[config.mk]
export PLATFORM = sky130hd
export DESIGN_NAME = xcvr_rst_ctrl
export DESIGN_NICKNAME = d
export VERILOG_FILES = /design/src/rtl/xcvr_rst_pkg.sv /design/src/rtl/rst_csr.sv /design/src/rtl/rst_seq.sv /design/src/rtl/rst_lanes.sv /design/src/rtl/xcvr_rst_ctrl.sv
export SDC_FILE = /design/constraint.sdc
export NUM_CORES = 1
export LEC_CHECK = 0
export ABC_AREA = 0
export BUFFER_PORTS_ARGS = -buffer_cell sky130_fd_sc_hd__clkbuf_2
export CORE_MARGIN = 4
export CORE_UTILIZATION = 30
export CTS_CLUSTER_DIAMETER = 60
export DETAILED_ROUTE_END_ITERATION = 8
export SLEW_MARGIN = 40
export SYNTH_ARGS = -nofsm -noshare
export SYNTH_HDL_FRONTEND = slang
export SYNTH_HIERARCHICAL = 1
export SYNTH_SLANG_ARGS = --single-unit
[constraint.sdc]
create_clock -name clk -period 2.2 [get_ports clk]
set_clock_uncertainty 0.2 [all_clocks]
set_input_delay 0 -clock clk [delete_from_list [all_inputs] [get_ports clk]]
set_output_delay 0 -clock clk [all_outputs]
set_load 0.01 [all_outputs]
[src/rtl/xcvr_rst_pkg.sv]
package xcvr_rst_pkg;

   localparam int unsigned ADDR_W = 9;
   localparam int unsigned DATA_W = 32;

   localparam logic [ADDR_W-1:0] A_PLL_STAT = 9'h010;
   localparam logic [ADDR_W-1:0] A_CH_MASK  = 9'h011;
   localparam logic [ADDR_W-1:0] A_TRIGGER  = 9'h012;
   localparam logic [ADDR_W-1:0] A_MANUAL   = 9'h013;

   // bit positions inside the manual register
   localparam int unsigned M_PD  = 0;
   localparam int unsigned M_TXD = 1;
   localparam int unsigned M_RXA = 2;
   localparam int unsigned M_RXD = 3;

   typedef struct packed {
      logic pd;
      logic txd;
      logic rxa;
      logic rxd;
   } rst_lines_t;

endpackage

[src/rtl/rst_csr.sv]
module rst_csr
   import xcvr_rst_pkg::*;
#(
   parameter int unsigned NUM_CH  = 32,
   parameter int unsigned NUM_PLL = 1
) (
   input  logic                clk,
   input  logic                rst,
   input  logic [ADDR_W-1:0]   addr,
   input  logic [DATA_W-1:0]   wdata,
   input  logic                wr,
   input  logic                rd,
   output logic [DATA_W-1:0]   rdata,
   output logic                waitreq,
   input  logic [NUM_PLL-1:0]  pll_locked,
   input  logic                tx_ready,
   input  logic                rx_ready,
   output logic [NUM_CH-1:0]   mask,
   output rst_lines_t          man,
   output logic                tx_trig,
   output logic                rx_trig
);

   logic              ack_q;
   logic              req;
   logic              commit_wr;
   logic [DATA_W-1:0] rd_mux;
   logic [3:0]        man_q;
   logic              unused_wdata;

   assign req       = rd | wr;
   assign waitreq   = req & ~ack_q;
   assign commit_wr = wr & ack_q;
   assign unused_wdata = ^wdata;

   always_comb begin
      rd_mux = '0;
      case (addr)
         A_PLL_STAT: rd_mux = DATA_W'(pll_locked);
         A_CH_MASK:  rd_mux = DATA_W'(mask);
         A_TRIGGER:  rd_mux = DATA_W'({rx_ready, tx_ready});
         A_MANUAL:   rd_mux = DATA_W'(man_q);
         default:    rd_mux = '0;
      endcase
   end

   always_ff @(posedge clk) begin
      if (rst) begin
         ack_q <= 1'b0;
         rdata <= '0;
      end else if (req && !ack_q) begin
         ack_q <= 1'b1;
         rdata <= rd_mux;
      end else begin
         ack_q <= 1'b0;
      end
   end

   always_ff @(posedge clk) begin
      if (rst) begin
         mask  <= '1;
         man_q <= '0;
      end else if (commit_wr) begin
         if (addr == A_CH_MASK) mask  <= wdata[NUM_CH-1:0];
         if (addr == A_MANUAL)  man_q <= wdata[3:0];
      end
   end

   assign tx_trig = commit_wr && (addr == A_TRIGGER) && wdata[0];
   assign rx_trig = commit_wr && (addr == A_TRIGGER) && wdata[1];

   assign man.pd  = man_q[M_PD];
   assign man.txd = man_q[M_TXD];
   assign man.rxa = man_q[M_RXA];
   assign man.rxd = man_q[M_RXD];

   AST_WAIT_ONE_CYCLE: assert property (@(posedge clk) disable iff (rst)
      waitreq |=> !waitreq) else $error("waitreq longer than one cycle");
   AST_REQ_HELD: assert property (@(posedge clk) disable iff (rst)
      waitreq |=> (req && $stable(addr) && $stable(wdata))) else $error("request dropped in wait");
   AST_MASK_AFTER_RST: assert property (@(posedge clk) disable iff (rst)
      $past(rst) |-> (mask == '1 && man_q == '0)) else $error("reset values wrong");

endmodule

[src/rtl/rst_seq.sv]
module rst_seq
   import xcvr_rst_pkg::*;
#(
   parameter int unsigned PD_CYCLES = 100000
) (
   input  logic       clk,
   input  logic       rst,
   input  logic       tx_trig,
   input  logic       rx_trig,
   input  logic       pll_ok,
   input  logic       cdr_ok,
   output rst_lines_t lines,
   output logic       tx_ready,
   output logic       rx_ready
);

   localparam int unsigned CW = (PD_CYCLES < 2) ? 1 : $clog2(PD_CYCLES);
   localparam logic [CW-1:0] CNT_LAST = CW'(PD_CYCLES - 1);

   logic [CW-1:0] cnt_q;
   logic          pd_q, tx_q, rxa_q, rxd_q;

   always_ff @(posedge clk) begin
      if (rst) begin
         cnt_q    <= '0;
         pd_q     <= 1'b1;
         tx_q     <= 1'b1;
         rxa_q    <= 1'b1;
         rxd_q    <= 1'b1;
         tx_ready <= 1'b0;
         rx_ready <= 1'b0;
      end else begin
         if (pd_q) begin
            if (cnt_q == CNT_LAST) pd_q <= 1'b0;
            else cnt_q <= cnt_q + 1'b1;
         end
         if (tx_q && !pd_q && pll_ok) begin
            tx_q     <= 1'b0;
            tx_ready <= 1'b1;
         end
         if ((rxa_q || rxd_q) && tx_ready && cdr_ok) begin
            rxa_q    <= 1'b0;
            rxd_q    <= 1'b0;
            rx_ready <= 1'b1;
         end
         if (tx_trig) begin
            tx_q     <= 1'b1;
            tx_ready <= 1'b0;
         end
         if (rx_trig) begin
            rxd_q    <= 1'b1;
            rx_ready <= 1'b0;
         end
      end
   end

   assign lines.pd  = pd_q;
   assign lines.txd = tx_q;
   assign lines.rxa = rxa_q;
   assign lines.rxd = rxd_q;

   AST_PD_BLOCKS_TX: assert property (@(posedge clk) disable iff (rst)
      pd_q |-> !tx_ready) else $error("tx ready during power-down");
   AST_TX_NEEDS_LOCK: assert property (@(posedge clk) disable iff (rst)
      $rose(tx_ready) |-> $past(pll_ok)) else $error("tx ready without pll lock");
   AST_RX_NEEDS_CDR: assert property (@(posedge clk) disable iff (rst)
      $rose(rx_ready) |-> $past(cdr_ok && tx_ready)) else $error("rx ready without cdr lock");

endmodule

[src/rtl/rst_lanes.sv]
module rst_lanes
   import xcvr_rst_pkg::*;
#(
   parameter int unsigned NUM_CH = 32
) (
   input  rst_lines_t        seq,
   input  rst_lines_t        man,
   input  logic [NUM_CH-1:0] mask,
   output logic              pll_pd,
   output logic [NUM_CH-1:0] txd,
   output logic [NUM_CH-1:0] rxa,
   output logic [NUM_CH-1:0] rxd
);

   rst_lines_t any;

   assign any    = seq | man;
   assign pll_pd = any.pd;

   for (genvar ch = 0; ch < NUM_CH; ch++) begin : g_lane
      assign txd[ch] = mask[ch] & any.txd;
      assign rxa[ch] = mask[ch] & any.rxa;
      assign rxd[ch] = mask[ch] & any.rxd;
   end

endmodule

[src/rtl/xcvr_rst_ctrl.sv]
module xcvr_rst_ctrl
   import xcvr_rst_pkg::*;
#(
   parameter int unsigned NUM_CH    = 32,
   parameter int unsigned NUM_PLL   = 1,
   parameter int unsigned PD_CYCLES = 100000
) (
   input  logic                clk,
   input  logic                mgmt_rst,
   input  logic [8:0]          addr,
   input  logic [31:0]         wdata,
   output logic [31:0]         rdata,
   input  logic                wr,
   input  logic                rd,
   output logic                waitreq,
   input  logic [NUM_PLL-1:0]  pll_locked,
   input  logic [NUM_CH-1:0]   cdr_locked,
   output logic                pll_pd_o,
   output logic [NUM_CH-1:0]   tx_dig_rst_o,
   output logic [NUM_CH-1:0]   rx_ana_rst_o,
   output logic [NUM_CH-1:0]   rx_dig_rst_o,
   output logic                tx_ready_o,
   output logic                rx_ready_o
);

   if (NUM_CH < 1 || NUM_CH > DATA_W) begin : g_bad_ch
      $error("NUM_CH must be 1..32");
   end
   if (NUM_PLL < 1 || NUM_PLL > DATA_W) begin : g_bad_pll
      $error("NUM_PLL must be 1..32");
   end
   if (PD_CYCLES < 1) begin : g_bad_pd
      $error("PD_CYCLES must be at least 1");
   end

   logic [NUM_CH-1:0] mask;
   rst_lines_t        man, seq;
   logic              tx_trig, rx_trig;
   logic              pll_ok, cdr_ok;

   assign pll_ok = &pll_locked;
   assign cdr_ok = &(cdr_locked | ~mask);

   rst_csr #(.NUM_CH(NUM_CH), .NUM_PLL(NUM_PLL)) u_csr (
      .clk(clk), .rst(mgmt_rst), .addr(addr), .wdata(wdata), .wr(wr), .rd(rd),
      .rdata(rdata), .waitreq(waitreq), .pll_locked(pll_locked),
      .tx_ready(tx_ready_o), .rx_ready(rx_ready_o), .mask(mask), .man(man),
      .tx_trig(tx_trig), .rx_trig(rx_trig)
   );

   rst_seq #(.PD_CYCLES(PD_CYCLES)) u_seq (
      .clk(clk), .rst(mgmt_rst), .tx_trig(tx_trig), .rx_trig(rx_trig),
      .pll_ok(pll_ok), .cdr_ok(cdr_ok), .lines(seq),
      .tx_ready(tx_ready_o), .rx_ready(rx_ready_o)
   );

   rst_lanes #(.NUM_CH(NUM_CH)) u_lanes (
      .seq(seq), .man(man), .mask(mask), .pll_pd(pll_pd_o),
      .txd(tx_dig_rst_o), .rxa(rx_ana_rst_o), .rxd(rx_dig_rst_o)
   );

endmodule

==> impl_metrics.yaml, run 1 <==
run_status:
  run_status: "finished clean"
sta:
  grt_setup_unrepaired: "false"
  number_of_slew_limit_violations_in_the_final_report: 0
  tightest_slew_margin_relative_to_the_limit: 0.5560
  final.setup.tns_ns: 0
  max_freq_ghz: 0.5016
  setup_violations: 0
  final-hold-violation-count: 0
  timing.final.crit_period_ns: 1.994
  worst_slew_pin_slew_ns: 0.6659
  final_worst_path_cycle_share: 0.9062
routing:
  drt_first_iter_violations: 307
  routed_wl_um: 18400
  drtPass1Iterations: 5
  avgRoutedWirePerCell_um: 18.04
  vias_per_cell: 4.970
  drc_errors: 0
  detail-route-antenna-nets: 0
  detailroute.via_count: 5069
worst_setup_path:
  ff2ff_path_depth: 6
  cp_slowest_stage_delay_ns: 0.46
  slowest_stage: "sky130_fd_sc_hd__nor4_1"
  worstPathMaxFanout: 6
  critical_path.cell_chain: "inv_1 > o22ai_1 > nor4_1 > and4_1 > nand2_1 > a211o_1"
  timing.critical_path.required_ns: 2.24
  timing.critical_path.to_type: "register"
  worst_path_arrival_ns: 2.03
  path_class: "register to register"
  start_kind: "register"
synthesis:
  post_synth_inst_count: 556
  post_synthesis_instance_area_sq_mm: 0.004959
  synthMostInstantiatedCell: "sky130_fd_sc_hd__o21a_1"
  synth_fp_nets: 635
  netlist-cell-type-count: 50
  synth_largest_type_area_fraction: 0.3714
  synth_seq_area_share: 0.3714
  synth_largest_area_cell: "sky130_fd_sc_hd__dfxtp_1"
  ys_top_cells_by_count: "96 x sky130_fd_sc_hd__o21a_1, 92 x sky130_fd_sc_hd__dfxtp_1, 78 x sky130_fd_sc_hd__nor2_1, 37 x sky130_fd_sc_hd__mux2i_1, 35 x sky130_fd_sc_hd__inv_1"
  synth.top_cells.by_area: "sky130_fd_sc_hd__dfxtp_1 37%, sky130_fd_sc_hd__o21a_1 15%, sky130_fd_sc_hd__mux2i_1 7.5%"
  synth-async-reset-ratio: 0
  yosys_register_bits: 92
  synth.avg_cell_area_sq_um: 8.918
  synthesis.yosys.warnings: 6
  synth_edf_count: 0
  postSynth.topFlopCell: "sky130_fd_sc_hd__dfxtp_1"
clock_network:
  cts_tree: "yes"
  insertion_delay_ns: 0.35
  cts_resized: 0
  cts_root_buf: "sky130_fd_sc_hd__clkbuf_16"
  hold_buffers: 38
  cts_post_setup_buffers_inserted: 0
  h-tree-depth: 3
  clock-sinks: 92
  cts_made_buffers: 9
  clkTransAtPathRegs_ns: 0.08
  ctsLongestPathBuffers: 2
placement:
  finalWeightedCongestion: 0.8260
  place.detailed.hpwl_um: 13350
  portBuffers: 209
  post-place-cells: 966
power_and_ir_drop:
  power_density_mw_per_mm2: 541.8
  power.ir.vdd_worst_mv: 0.3671
  total_leakage_power_uw: 0.003334
floorplanning:
  die_h_um: 136.6
  initial_core_util: 0.3088
  io_pins: 210
  placement_rows: 46
  floorplan.die.width_um: 136.6
  placeable_core_area_sq_mm: 0.01606
  dieArea_sq_mm: 0.01865
grt:
  groute.usage.overall: 0.1944
  grt_remaining_overflow: 0
  grt_max_degree: 70
  via_count_of_the_first_global_routing_pass: 5052
  grt_first_pass_wirelength_um: 27880
  grt_antenna_before_repair: 0
layout:
  filler_cell_count: 1649
  area.growth.synth_to_final_pct: 39.31
  layout.nets: 878
  post_layout_nonfiller_instances: 1020
  final_layout_size_suffix_gt1_frac: 0.3433
  antenna_cells_inserted: 0
min_path:
  hold_depth: 5
  hold_path_class: "input port to register"
flow_run:
  max_cap_viol_count: 0
[cells in the final DEF, fill, tap and decap left out, types with 4 or more instances in the layout]
cell type and n:
sky130_fd_sc_hd__dlygate4sd3_1 38, sky130_fd_sc_hd__nor2_1 78, sky130_fd_sc_hd__o21a_1 96, sky130_fd_sc_hd__nor3b_1 5, sky130_fd_sc_hd__buf_4 37, sky130_fd_sc_hd__mux2i_1 37, sky130_fd_sc_hd__clkbuf_16 9, sky130_fd_sc_hd__clkbuf_2 208
sky130_fd_sc_hd__a32o_1 30, sky130_fd_sc_hd__nand2_1 14, sky130_fd_sc_hd__o22ai_1 16, sky130_fd_sc_hd__nor3_1 7, sky130_fd_sc_hd__a21oi_1 9, sky130_fd_sc_hd__xnor2_1 4, sky130_fd_sc_hd__a22o_1 4, sky130_fd_sc_hd__nand2b_1 8
sky130_fd_sc_hd__inv_1 35, sky130_fd_sc_hd__or4_1 4, sky130_fd_sc_hd__nor4_1 8, sky130_fd_sc_hd__nand3_1 9, sky130_fd_sc_hd__dfxtp_1 92
[worst paths after layout]
| kind | to | start | slack [ns] |
|---|---|---|---|
| worst max-delay path | u_seq/rxd_q | u_csr/mask[15] | 0.21 |
| worst min-delay path | u_csr/man_q[2] | addr[6] | 0.02 |
| worst max register to register | u_seq/rxd_q | u_csr/mask[15] | 0.21 |
| worst min register to register | u_csr/rdata[11] | u_csr/rdata[11] | 0.27 |
[metrics by stage]
stage / power (uW) / worst slack (ns) / utilization / hold slack [ns] / area (sq um)
2_1_floorplan: 1915 / 0.3732 / - / -0.04573 / 4959
3_3_place_gp: 2042 / 0.1511 / 0.3868 / 0.04854 / 6211
3_5_place_dp: 2041 / 0.1375 / 0.3868 / 0.05537 / 6211
4_1_cts: 3776 / 0.2354 / 0.4302 / 0.01448 / 6908
5_1_grt: 3893 / 0.1108 / 0.4302 / 0.04249 / 6908
6_report: 3743 / 0.2063 / 0.4302 / 0.02479 / 6908
[registers in the layout (all words and copies together) (netlist names)]
signal / cells
u_seq/pd_q: 1
u_csr/rdata: 32
u_seq/rxa_q: 1
u_seq/tx_ready: 1
u_csr/man_q: 4
u_seq/tx_q: 1
u_csr/mask: 32
u_csr/ack_q: 1
u_seq/rxd_q: 1
u_seq/cnt_q: 17
u_seq/rx_ready: 1
[kinds of logic (layout without fill, tap and decap cells)]
group	after synthesis	after routing	share of synthesized area
fa+ha+maj	1	1	0.002523
simple gates	159	159	0.1615
compound gates	168	168	0.2609
mux	42	42	0.08832
buf+inv	88	336	0.1047
xor+xnor	6	6	0.01060
flops	92	92	0.3714
[power by group]
group / leakage, uW / internal [uW] / switching, uW
logic: 0.00244 / 174 / 171
registers: 0.000744 / 1690 / 30.0
clock network: 0.000154 / 937 / 744
total: 0.00333 / 2800 / 945
[worst max-delay path: cells and delay by family, from the launching register on]
kind	cells	cell delay, ns
AOI/OAI and AO/OA	2	0.38
buffers and inverters	1	0.07
DFF	1	0.37
and+or+nand+nor	3	0.86
[routing by layer]
layer | part of all wire | GRT usage
met2 | 0.47 | 0.3100
met4 | 0.029 | 0.07839
met5 | 0 | 0
met3 | 0.048 | 0.03713
met1 | 0.45 | 0.2587
[area by class of cell]
cell class                 instances  area, sq um  share of cell area
timing repair buffer             285         1739              0.2518
sequential                        92         1842              0.2666
tap                              216        270.3             0.03912
clock inverter                     6        77.57             0.01123
multi-input combinational        376         2609              0.3776
inverter                          35        131.4             0.01902
clock buffer                      10        239.0             0.03460
Power figures use the tool's default switching activity.
==> run 2: changes to the inputs <==
- MAX_ROUTING_LAYER: not set -> met4
==> run 2 against run 1 <==
Non-clock buffer count unchanged. Clock-buffer cell count unchanged. Global-route usage grew 0.56 points. Fmax is 0.76% lower. Wire length is essentially flat. Setup slack worse by 0.015 ns. Sequential share of layout area is the same. Sequential power barely moved. Flip-flop and latch count unchanged. Largest power group unchanged. Cell count stayed put.
==> impl_metrics.yaml, run 2 (same netlist as run 1, synthesis figures left out) <==
run_status:
  run_status: "finished clean"
grt:
  groute.usage.overall: 0.2000
  grt_first_pass_wirelength_um: 27860
  via_count_of_the_first_global_routing_pass: 5060
  grt_antenna_before_repair: 0
  grt_remaining_overflow: 0
  grt_max_degree: 70
power_and_ir_drop:
  total_leakage_power_uw: 0.003334
  power_frac_seq: 0.459
  power.ir.vdd_worst_mv: 0.3635
  power.share.switching: 0.2525
  p_int_uw: 2798
  net_switching_power_uw: 944.9
  power_density_mw_per_mm2: 541.8
  clock_power_share: 0.449
  share_of_power_burned_in_combinational_logic: 0.093
sta:
  final-hold-violation-count: 0
  timing.final.crit_period_ns: 2.009
  grt_setup_unrepaired: "false"
  final.setup.tns_ns: 0
  worst_case_setup_margin_in_the_final_layout_ns: 0.1911
  tightest_slew_margin_relative_to_the_limit: 0.5472
  setup_violations: 0
  max_freq_ghz: 0.4978
  number_of_slew_limit_violations_in_the_final_report: 0
  final_worst_path_cycle_share: 0.9132
  worst_slew_pin_slew_ns: 0.6791
placement:
  finalWeightedCongestion: 0.8396
  dpl_cell_area_sq_mm: 0.006211
  portBuffers: 209
  dpl_worst_slack_ns: 0.1375
  post-place-cells: 966
  place.detailed.hpwl_um: 13350
flow_run:
  max_cap_viol_count: 0
routing:
  detailroute.via_count: 5052
  drtPass1Iterations: 5
  drc_errors: 0
  drt_first_iter_violations: 304
  routed_wl_um: 18400
  avgRoutedWirePerCell_um: 18.04
  detail-route-antenna-nets: 0
  vias_per_cell: 4.953
floorplanning:
  floorplan.die.width_um: 136.6
  initial_core_util: 0.3088
  dieArea_sq_mm: 0.01865
  io_pins: 210
  placement_rows: 46
  placeable_core_area_sq_mm: 0.01606
  die_h_um: 136.6
worst_setup_path:
  worstPathMaxFanout: 6
  path_class: "register to register"
  cp_slowest_stage_delay_ns: 0.46
  timing.critical_path.to_type: "register"
  worst_path_arrival_ns: 2.05
  start_kind: "register"
  timing.critical_path.required_ns: 2.24
  slowest_stage: "sky130_fd_sc_hd__nor4_1"
  critical_path.cell_chain: "inv_1 > o22ai_1 > nor4_1 > and4_1 > nand2_1 > a211o_1"
clock_network:
  ctsLongestPathBuffers: 2
  hold_buffers: 38
  cts_resized: 0
  clock-sinks: 92
  cts_tree: "yes"
  cts_post_setup_buffers_inserted: 0
  cts_made_buffers: 9
  h-tree-depth: 3
  insertion_delay_ns: 0.35
  clkTransAtPathRegs_ns: 0.08
  cts_root_buf: "sky130_fd_sc_hd__clkbuf_16"
layout:
  layout.nets: 878
  final_layout_size_suffix_gt1_frac: 0.3433
  stdcell_area_sq_mm: 0.006908
  most_common_library_cell_in_the_layout_ignoring_fill_and_taps: "sky130_fd_sc_hd__clkbuf_2"
  multiInputGateArea_sq_mm: 0.002609
  largestRegisters: "u_csr/mask x32, u_csr/rdata x32, u_seq/cnt_q x17"
  area.growth.synth_to_final_pct: 39.31
  commonest_cells_after_routing_fill_and_taps_aside: "208 x sky130_fd_sc_hd__clkbuf_2, 96 x sky130_fd_sc_hd__o21a_1, 92 x sky130_fd_sc_hd__dfxtp_1, 78 x sky130_fd_sc_hd__nor2_1, 38 x sky130_fd_sc_hd__dlygate4sd3_1"
  ff_latch_area_sq_mm: 0.001842
  antenna_cells_inserted: 0
  post_layout_nonfiller_instances: 1020
  filler_cell_count: 1649
min_path:
  hold_path_class: "input port to register"
run 2: through the flow:
step / util / total power (uW) / hold WS [ns]
floorplan: - / 1915 / -0.04573
global placement: 0.3868 / 2042 / 0.04854
detailed placement: 0.3868 / 2041 / 0.05537
CTS: 0.4302 / 3776 / 0.01448
global route: 0.4302 / 3894 / 0.04404
finish: 0.4302 / 3743 / 0.02460
run 2: cell type report:
class | instances | share of cell area
clock inverter | 6 | 0.01123
inverter | 35 | 0.01902
clock buffer | 10 | 0.03460
multi-input combinational | 376 | 0.3776
tap | 216 | 0.03912
sequential | 92 | 0.2666
timing repair buffer | 285 | 0.2518
run 2: power by group through the flow:
stage          registers, uW  logic, uW  clock network (uW)
5_1_grt                 1720        385                1790
6_report                1720        347                1680
3_3_place_gp            1750        288                   0
4_1_cts                 1710        346                1720
3_5_place_dp            1750        287                   0
2_1_floorplan           1740        177                   0
run 2: worst paths after layout:
| kind | slack, ns | to | cells past startpoint | from |
|---|---|---|---|---|
| max | 0.19 | u_seq/rxd_q | 6 | u_csr/mask[15] |
| min | 0.02 | u_csr/man_q[2] | 5 | addr[6] |
| max reg2reg | 0.19 | u_seq/rxd_q | 6 | u_csr/mask[15] |
| min reg2reg | 0.27 | u_csr/rdata[11] | 1 | u_csr/rdata[11] |
run 2: worst max-delay path: cells and delay by family (launching register included):
family / cells / cell delay [ns]
AOI/OAI and AO/OA: 2 / 0.39
buffers and inverters: 1 / 0.07
DFF: 1 / 0.37
and+or+nand+nor: 3 / 0.86
run 2: per-layer routing:
metal	global-route usage	vias to the layer above	wire [um]
met5	-	-	0
met4	0.07839	0	541
met3	0.03015	33	967
met2	0.3100	176	8706
met1	0.2630	2383	8184
li1	-	2460	-
==> run 3: changes to the inputs <==
- BUFFER_PORTS_ARGS: -buffer_cell sky130_fd_sc_hd__clkbuf_2 -> -buffer_cell sky130_fd_sc_hd__buf_2
- clock period: 2.2 -> 2.3 ns (I/O delays scaled with it)
==> run 3 against run 2 <==
Combinational power shrank 5%. Critical endpoint is now u_csr/mask[31]. Wire length grew 0.20%. Via count grew 1.6%. Die area is the same. Sequential power shrank 5%.
==> impl_metrics.yaml, run 3 (same netlist as run 1, synthesis figures left out) <==
run_status:
  run_status: "finished clean"
sta:
  final_worst_path_cycle_share: 0.8503
  worst_case_setup_margin_in_the_final_layout_ns: 0.3444
  timing.final.crit_period_ns: 1.956
  final.setup.tns_ns: 0
  number_of_slew_limit_violations_in_the_final_report: 0
  grt_setup_unrepaired: "false"
  final-hold-violation-count: 0
  tightest_slew_margin_relative_to_the_limit: 0.5557
  setup_violations: 0
  worst_slew_pin_slew_ns: 0.6665
  max_freq_ghz: 0.5113
power_and_ir_drop:
  power.ir.vdd_worst_mv: 0.3502
  total_leakage_power_uw: 0.003181
  power_density_mw_per_mm2: 501.4
worst_setup_path:
  worst_path_bufs_invs: 3
  path_class: "input port to register"
  reg2reg_slack_ns: 0.37
  cp_slowest_stage_delay_ns: 0.64
  timing.critical_path.required_ns: 2.32
  worstPathMaxFanout: 32
  slowest_stage: "sky130_fd_sc_hd__or4b_2"
  timing.critical_path.to_type: "register"
  worst_path_arrival_ns: 1.98
  start_kind: "input port"
  critical_path.cell_chain: "dlygate4sd3_1 > buf_2 > nor2b_2 > or4b_2 > buf_12 > mux2i_1"
  r2r_end: "u_seq/cnt_q[12]"
  critical_path.reg2reg.startpoint: "u_seq/cnt_q[5]"
  ff2ff_path_depth: 4
  timing.critical_path.max_delay_family: "buffers and inverters"
routing:
  detailroute.via_count: 5131
  routed_wl_um: 18440
  drc_errors: 0
  drt_first_iter_violations: 452
  avgRoutedWirePerCell_um: 18.14
  drtPass1Iterations: 5
  detail-route-antenna-nets: 0
  vias_per_cell: 5.050
clock_network:
  cts_made_buffers: 9
  cts_post_setup_buffers_inserted: 0
  cts_root_buf: "sky130_fd_sc_hd__clkbuf_16"
  insertion_delay_ns: 0.34
  cts_tree: "yes"
  h-tree-depth: 3
  clkTransAtPathRegs_ns: 0.06
  cts_resized: 0
  clock-sinks: 92
  ctsLongestPathBuffers: 2
floorplanning:
  die_h_um: 136.6
  initial_core_util: 0.3088
  dieArea_sq_mm: 0.01865
  io_pins: 210
  placement_rows: 46
  floorplan.die.width_um: 136.6
  placeable_core_area_sq_mm: 0.01606
grt:
  grt_remaining_overflow: 0
  gr-usage-met3: 0.03566
  grt_antenna_before_repair: 1
  via_count_of_the_first_global_routing_pass: 5017
  gr-usage-met1: 0.2593
  grt_max_degree: 70
  grt_first_pass_wirelength_um: 27610
  top_usage_layer: "met2"
  grt_use_met2: 0.3031
  groute.usage.overall: 0.1962
min_path:
  hold_start: "addr[6]"
  whs_endpoint: "u_csr/man_q[1]"
  hold_depth: 5
  hold_path_class: "input port to register"
placement:
  dpl_worst_slack_ns: 0.2035
  place.detailed.hpwl_um: 13340
  portBuffers: 209
  finalWeightedCongestion: 0.8138
layout:
  commonest_cells_after_routing_fill_and_taps_aside: "208 x sky130_fd_sc_hd__buf_2, 96 x sky130_fd_sc_hd__o21a_1, 92 x sky130_fd_sc_hd__dfxtp_1, 78 x sky130_fd_sc_hd__nor2_1, 38 x sky130_fd_sc_hd__dlygate4sd3_1"
  layout.nets: 873
  most_common_library_cell_in_the_layout_ignoring_fill_and_taps: "sky130_fd_sc_hd__buf_2"
  largestRegisters: "u_csr/mask x32, u_csr/rdata x32, u_seq/cnt_q x17"
  final_layout_size_suffix_gt1_frac: 0.3379
  area.growth.synth_to_final_pct: 37.72
flow_run:
  max_cap_viol_count: 0
## run 3: cell types whose count changed in the layout (fill, tap and decap cells not counted)
cell                         change
sky130_fd_sc_hd__buf_2         +208
sky130_fd_sc_hd__clkbuf_2      -208
sky130_fd_sc_hd__buf_4           -4
sky130_fd_sc_hd__buf_12          -1
sky130_fd_sc_hd__bufinv_16       -1
sky130_fd_sc_hd__clkbuf_1        +1
sky130_fd_sc_hd__clkinv_2        +1
sky130_fd_sc_hd__clkinv_4        +1
sky130_fd_sc_hd__clkinvlp_4      -1
sky130_fd_sc_hd__diode_2         +1
sky130_fd_sc_hd__inv_8           -1
## run 3: worst min-delay path: stages
cell                      delay [ns]
sky130_fd_sc_hd__buf_2          0.08
sky130_fd_sc_hd__or4b_4         0.14
sky130_fd_sc_hd__nor4_2         0.05
sky130_fd_sc_hd__buf_4          0.15
sky130_fd_sc_hd__mux2i_1        0.11
## run 3: worst max path at each step
| stage | endpoint | start | cells after the start |
|---|---|---|---|
| after CTS | u_csr/mask[2] | addr[0] | 6 |
| final | u_csr/mask[31] | addr[0] | 6 |
| after detailed placement | u_csr/mask[2] | addr[5] | 5 |
| after floorplan | u_seq/cnt_q[12] | u_seq/cnt_q[0] | 6 |
| after global placement | u_csr/mask[20] | addr[5] | 5 |
| after global routing | u_seq/cnt_q[12] | u_seq/cnt_q[5] | 4 |
## run 3: final cells by class
cell class | instances | area (sq um)
timing repair buffer | 280 | 1689
multi-input combinational | 376 | 2609
tap | 216 | 270.3
inverter | 35 | 131.4
clock inverter | 5 | 42.54
fill | 1636 | 9229
sequential | 92 | 1842
clock buffer | 11 | 242.7
antenna | 1 | 2.502
## run 3: power by group
part / switching (uW) / internal, uW / total [uW]
combinational: 165 / 166 / 330
clock: 674 / 780 / 1450
sequential: 28.0 / 1610 / 1640
## run 3: routing by layer
layer,part of all wire,vias to the layer above,wire length (um)
met5,0,-,0
met4,0.026,0,484
met3,0.064,29,1174
met2,0.48,197,8798
met1,0.43,2443,7978
li1,-,2462,-
## run 3: what timing repair did
item / CTS / global route
endpoints found under the hold margin: 55 / 0
endpoints found under the setup margin: 0 / 0
hold buffers: 38 / 0
## run 3: stage by stage
step | total power (uW) | instances | area (sq um) | hold WS, ns | util
2_1_floorplan | 1832 | 556 | 4959 | -0.04573 | -
3_3_place_gp | 1953 | 961 | 6161 | 0.04877 | 0.3837
3_5_place_dp | 1953 | 961 | 6161 | 0.05510 | 0.3837
4_1_cts | 3466 | 1015 | 6827 | 0.03064 | 0.4251
5_1_grt | 3568 | 1016 | 6829 | 0.05055 | 0.4253
6_report | 3424 | 1016 | 6829 | 0.04446 | 0.4253
